===== src/rtl/seg_tpg_pkg.sv =====
package seg_tpg_pkg;
  function automatic int state_bits(input int r);
    return (r > 1) ? $clog2(r) : 1;
  endfunction
endpackage


===== src/rtl/seg_tpg_segment.sv =====
module seg_tpg_segment #(
  parameter int SEG_W = 4,
  parameter int MAX_R = 4,
  parameter int R     = 4,
  parameter logic [MAX_R*SEG_W-1:0] TAB = '0
) (
  input  logic             clk_i,
  input  logic             rst_ni,
  input  logic             clr_i,
  input  logic             adv_i,
  output logic             wrap_o,
  output logic [SEG_W-1:0] sub_o
);
  localparam int SW = seg_tpg_pkg::state_bits(R);
  localparam logic [SW-1:0] LAST = SW'(R - 1);

  logic [SW-1:0] state_q;

  assign wrap_o = (state_q == LAST);
  assign sub_o  = TAB[state_q*SEG_W +: SEG_W];

  always_ff @(posedge clk_i or negedge rst_ni) begin
    if (!rst_ni)     state_q <= '0;
    else if (clr_i)  state_q <= '0;
    else if (adv_i)  state_q <= wrap_o ? '0 : state_q + 1'b1;
  end

  assert_state_range_R2: assert property (@(posedge clk_i) disable iff (!rst_ni)
    state_q <= LAST);
  assert_wrap_to_zero_R2: assert property (@(posedge clk_i) disable iff (!rst_ni)
    (adv_i && wrap_o && !clr_i) |=> (state_q == '0));
  assert_hold_when_idle_R3: assert property (@(posedge clk_i) disable iff (!rst_ni)
    (!adv_i && !clr_i) |=> $stable(state_q));
endmodule


===== src/rtl/seg_tpg_ctrl.sv =====
module seg_tpg_ctrl (
  input  logic clk_i,
  input  logic rst_ni,
  input  logic en_i,
  input  logic start_i,
  input  logic carry_i,
  output logic step_o,
  output logic valid_o,
  output logic done_o
);
  logic fin_q, done_q;

  assign valid_o = en_i && !fin_q && !start_i;
  assign step_o  = valid_o;
  assign done_o  = done_q;

  always_ff @(posedge clk_i or negedge rst_ni) begin
    if (!rst_ni) begin
      fin_q  <= 1'b0;
      done_q <= 1'b0;
    end else if (start_i) begin
      fin_q  <= 1'b0;
      done_q <= 1'b0;
    end else begin
      done_q <= step_o && carry_i;
      if (step_o && carry_i) fin_q <= 1'b1;
    end
  end

  assert_done_single_R8: assert property (@(posedge clk_i) disable iff (!rst_ni)
    done_o |=> !done_o);
  assert_idle_after_done_R8: assert property (@(posedge clk_i) disable iff (!rst_ni)
    (done_o && !start_i) |=> !valid_o);
  assert_start_no_done_R9: assert property (@(posedge clk_i) disable iff (!rst_ni)
    start_i |=> !done_o);
endmodule


===== src/rtl/seg_tpg.sv =====
module seg_tpg #(
  parameter int NUM_SEG = 3,
  parameter int SEG_W   = 4,
  parameter int MAX_R   = 4,
  parameter logic [NUM_SEG-1:0][7:0] SEG_R = {8'd3, 8'd2, 8'd4},
  parameter logic [NUM_SEG*MAX_R*SEG_W-1:0] SEG_TAB = 48'h03A5_00F0_8421
) (
  input  logic                     clk_i,
  input  logic                     rst_ni,
  input  logic                     en_i,
  input  logic                     start_i,
  output logic [NUM_SEG*SEG_W-1:0] pat_o,
  output logic                     valid_o,
  output logic                     done_o
);
  localparam int TAB_W = MAX_R * SEG_W;

  logic [NUM_SEG:0]   adv;   // adv[NUM_SEG] is the carry out of the top segment
  logic [NUM_SEG-1:0] wrap;
  logic               step;

  assign adv[0] = step;

  for (genvar g = 0; g < NUM_SEG; g++) begin : g_seg
    localparam int RS = int'(SEG_R[g]);
    seg_tpg_segment #(
      .SEG_W(SEG_W), .MAX_R(MAX_R), .R(RS),
      .TAB(SEG_TAB[g*TAB_W +: TAB_W])
    ) u_seg (
      .clk_i  (clk_i),
      .rst_ni (rst_ni),
      .clr_i  (start_i),
      .adv_i  (adv[g]),
      .wrap_o (wrap[g]),
      .sub_o  (pat_o[g*SEG_W +: SEG_W])
    );
    assign adv[g+1] = adv[g] && wrap[g];
  end

  seg_tpg_ctrl u_ctrl (
    .clk_i   (clk_i),
    .rst_ni  (rst_ni),
    .en_i    (en_i),
    .start_i (start_i),
    .carry_i (adv[NUM_SEG]),
    .step_o  (step),
    .valid_o (valid_o),
    .done_o  (done_o)
  );

  assert_valid_needs_en_R7: assert property (@(posedge clk_i) disable iff (!rst_ni)
    valid_o |-> (en_i && !start_i));
  assert_done_not_valid_R8: assert property (@(posedge clk_i) disable iff (!rst_ni)
    done_o |-> !valid_o);
endmodule


===== config.mk =====
export PLATFORM = sky130hd
export DESIGN_NAME = seg_tpg
export DESIGN_NICKNAME = d
export VERILOG_FILES = /design/src/rtl/seg_tpg_pkg.sv /design/src/rtl/seg_tpg_segment.sv /design/src/rtl/seg_tpg_ctrl.sv /design/src/rtl/seg_tpg.sv
export SDC_FILE = /design/constraint.sdc
export NUM_CORES = 1
export LEC_CHECK = 0
export BUFFER_PORTS_ARGS = -buffer_cell sky130_fd_sc_hd__buf_4
export CAP_MARGIN = 20
export CORE_AREA = 3 3 40 42
export CTS_BUF_LIST = sky130_fd_sc_hd__clkbuf_16
export DETAILED_ROUTE_END_ITERATION = 10
export DIE_AREA = 0 0 43 45
export PLACE_DENSITY = 0.58
export SLEW_MARGIN = 20
export SYNTH_ARGS = -nofsm -noshare
export SYNTH_HDL_FRONTEND = slang
export SYNTH_HIERARCHICAL = 1
export SYNTH_SLANG_ARGS = --single-unit

===== constraint.sdc =====
create_clock -name clk_i -period 2.6 [get_ports clk_i]
set_input_delay 0.65 -clock clk_i [delete_from_list [all_inputs] [get_ports clk_i]]
set_output_delay 0.65 -clock clk_i [all_outputs]
set_load 0.1 [all_outputs]

After elaboration in Yosys (flattened, before gate mapping):

Cells that the tools add are included.
Widths: inputs -> output; s select.

* multiplexer cells: 12
* reductions and logical operators: 12
* eq/ne operators: 2
* $add $sub $neg: 3
* shift operators: 3

Operator list (count)
* $shiftx 16x5->4 const A: 2
* $shiftx 16x4->4 const A: 1
* $mux 2: 6
* $reduce_bool 2->1: 4
* $logic_and 1x1->1: 6
* $mux 1: 6
* $add 2x1->2 const B: 2
* $eq 2x2->1 const B: 2
* $logic_not 1->1: 2
* $add 1x1->1 const B: 1

* flip-flop bits (word level): 7
* word-level logic and storage cells: 37
* input port bits: 4
* output and inout bits: 14

Logic depth before layout (Yosys ltp):

* word-level depth: 9
* depth in mapped cells: 5
* gate-level depth less buffers: 5

Modules after synthesis:

Netlist, hierarchy kept.

By module, submodules not included
* seg_tpg_segment (g_seg[2].u_seg): cells an instance 14, area an instance 153.9 um^2, instances 1, sequential area each 50.0 um^2
* seg_tpg_segment (g_seg[0].u_seg): cells an instance 13, area an instance 146.4 um^2, instances 1, sequential area each 50.0 um^2
* seg_tpg_ctrl: cells an instance 7, area an instance 85.1 um^2, instances 1, sequential area each 50.0 um^2
* seg_tpg_segment (g_seg[1].u_seg): cells an instance 7, area an instance 67.6 um^2, instances 1, sequential area each 25.0 um^2
* seg_tpg: cells an instance 3, area an instance 23.8 um^2, instances 1, sequential area each 0.0 um^2

Worst setup path after synthesis:

Ideal clock, no wire load.

* path kind: reg-to-output
* start: reg g_seg[2].u_seg.state_q[0]
* end: out pat_o[8]
* stages on the path, launching flop included: 4
* slack: 81 ps
* required time: 1950 ps
* path buffers: 0
* arrival: 1869 ps
* cell sequence: dfrtp_1 -> inv_1 -> ha_1 -> or2_2

* longest elaborated chain between the ends: 1

Ends and longest elaborated chain
* from (decl): line seg_tpg_segment.sv:17 `logic [SW-1:0] state_q;`
* from (signal assigned): line seg_tpg_segment.sv:25 `else if (adv_i) state_q <= wrap_o ? '0 : state_q + 1'b1;`
* $shiftx 16x5->4: line seg_tpg_segment.sv:20 `assign sub_o = TAB[state_q*SEG_W +: SEG_W];`
* to (decl): line seg_tpg.sv:12 `output logic [NUM_SEG*SEG_W-1:0] pat_o,`

No other way between the ends.

Final worst setup path:

Same ends and word-level chain as after synthesis.

==> impl_metrics.json <==
{
  "status": "complete, no violations",
  "path_cells": "inv_1 > ha_1 > or2_2 > buf_4",
  "die_width_um": 43,
  "wl_um": 887,
  "insertion_delay_ps": 230,
  "final_cell_area_um2": 664,
  "layout_setup_ws_ps": 524,
  "path_clk_slew_ps": 40,
  "nets": 74,
  "synth_top_area_cell": "dfrtp_1",
  "via_count": 340,
  "dp_hpwl_um": 635,
  "slowest_delay_ps": 380,
  "drc": 0,
  "first_global_vias": 325,
  "place_area_um2": 586,
  "finalMaxSlewViolations": 0,
  "core-area_um2": 1280,
  "initial_utilization_pct": 37.1,
  "cts_max_level": 1,
  "post_cts_buffers": 0,
  "cap_violations": 0,
  "grt.total_usage_pct": 11.2,
  "gp_congestion": 0.764,
  "yosysTopAreaCellShare_pct": 36.7,
  "tightestPinTransition_ps": 280,
  "yosysSeqAreaShare_pct": 36.7,
  "viasPerCell": 4.53,
  "hold_class": "in -> async",
  "drt_iter0_drc": 3,
  "overflow": 0,
  "met1Wirelength_um": 340,
  "crit_path_end_kind": "output port",
  "syn_nets": 57,
  "rows": 13,
  "wl_met3_um": 87,
  "drive_gt1_share_pct": 41.7,
  "fp.dieArea_um2": 1940,
  "n_antenna_cell": 0,
  "powerDensity_nw_per_um2": 647,
  "required_ps": 1950,
  "crit_arrival_ps": 1430,
  "grt_max_degree": 9,
  "hold_violations": 0,
  "io_buffer_count": 17,
  "ant_nets": 0,
  "numClockSinks": 7,
  "timing.critical_path.buf_inv": 2,
  "ios": 18,
  "startpoint": "g_seg[2].u_seg/state_q[0]",
  "finalSetupTns_ps": 0,
  "grt_setup_unrepaired": "no",
  "path_class": "reg -> out",
  "path_delay_family": "flip-flops",
  "cts_resized": 0,
  "first_pass_iters": 2,
  "wl_met2_um": 438,
  "pre_cts_ws_ps": 618,
  "ys_ff_latch": 7,
  "path_max_fanout": 4,
  "cp_slowest_cell": "dfrtp_1",
  "clock.fmax_ghz": 0.482,
  "power_leakage_uw": 0.000340,
  "ir_drop_mv": 0.488,
  "min_period_ps": 2080,
  "netlist-cell-type-count": 16,
  "grt_pass1_wl_mm": 1.44,
  "wl_per_cell_um": 11.8,
  "setup_violations": 0,
  "finalCoreUtilization_pct": 51.7,
  "syn-cell-area_um2": 477,
  "synth.area.top_cells": "dfrtp_1 (37%), ha_1 (24%), buf_4 (9.4%), mux2i_1 (6.3%), nor2_1 (3.9%)",
  "r2r-start": "u_ctrl/fin_q",
  "grt_antenna_before_repair": 0,
  "clock_path_buffers": 2,
  "fin_cells": 75,
  "die_h_um": 45,
  "cts_root_buffer": "clkbuf_16",
  "yosysWarnings": 6,
  "synthCells": 44,
  "area_delta_synth_final_pct": 39.4,
  "cts_buffers": 3,
  "avgSynthCellArea_um2": 10.8,
  "ctsHoldBuffers": 0,
  "maxSlewHeadroom_pct": 81.5,
  "fin_skew_ps": 3.44,
  "start_kind": "register",
  "min_period_over_period_pct": 79.8,
  "place_inst": 71,
  "cts_tree": "done",
  "routed.top_layer": "met4"
}
-- placed cells by master, fill, tap and decap left out --
master,instances
inv_1,5
buf_4,18
and3_2,1
ha_1,9
a21oi_1,1
and2_1,1
nor3b_2,1
and2_2,1
dfrtp_1,7
clkbuf_16,3
o31ai_1,1
or2_2,1
nor2_1,5
and4_1,1
mux2i_1,3
or4b_1,1
xnor2_1,1
-- path summary, 6_finish.rpt --
path                                              to  slack, ps  depth (start not counted)
min in group clk_i                      u_ctrl/fin_q        530                          2
max in group asynchronous  g_seg[0].u_seg/state_q[1]       2250                          1
max reg2reg                g_seg[0].u_seg/state_q[0]       1210                          4
min reg2reg                             u_ctrl/fin_q        530                          2
max                                         pat_o[8]        520                          4
min                            g_seg[1].u_seg/wrap_o        220                          1
-- sequential cells by signal, indices dropped and copies added (netlist names) --
register and cells:
g_seg.u_seg/state_q 4, g_seg.u_seg/wrap_o 1, u_ctrl/done_o 1, u_ctrl/fin_q 1
-- metrics by stage --
step,total power (µW),hold slack (ps)
6_report,430,223
3_3_place_gp,173,466
2_1_floorplan,160,354
3_5_place_dp,174,467
5_1_grt,447,221
4_1_cts,436,222
-- cells in the mapped netlist --
master,n
or4b_1,1
buf_4,6
or2_2,1
inv_1,4
o31ai_1,1
a21oi_1,1
and4_1,1
dfrtp_1,7
xnor2_1,1
and2_2,1
nor2_1,5
and2_1,1
ha_1,9
nor3b_2,1
and3_2,1
mux2i_1,3
-- power by group --
group	internal, µW	switching (µW)
registers	111	2.04
clock network	200	57.9
logic	13.7	44.9
-- per-layer routing --
metal  vias up  track usage [%]
li1        168                -
met1       157             11.4
met2        11             16.8
met3         4             7.57
met4         0             7.23
met5         -                0
-- cell families (layout without fill, tap and decap cells) --
kind of cell	count (synthesis)	count (layout)	synth area share [%]
AND/OR/NAND/NOR	12	12	16.3
flip-flops	7	7	36.7
multiplexers	3	3	6.30
AO/OA/AOI/OAI	2	2	2.62
XOR/XNOR	1	1	1.84
adder cells (fa/ha/maj)	9	9	23.6
buffers and inverters	10	26	12.6
-- layout make-up --
type / instances / area [µm²]
sequential: 7 / 175
fill: 123 / 621
timing repair buffer: 18 / 135
clock buffer: 3 / 75.1
tap: 15 / 18.8
multi-input combinational: 27 / 241
inverter: 4 / 15.0
clock inverter: 1 / 3.75
Power figures use the tool's default switching activity.
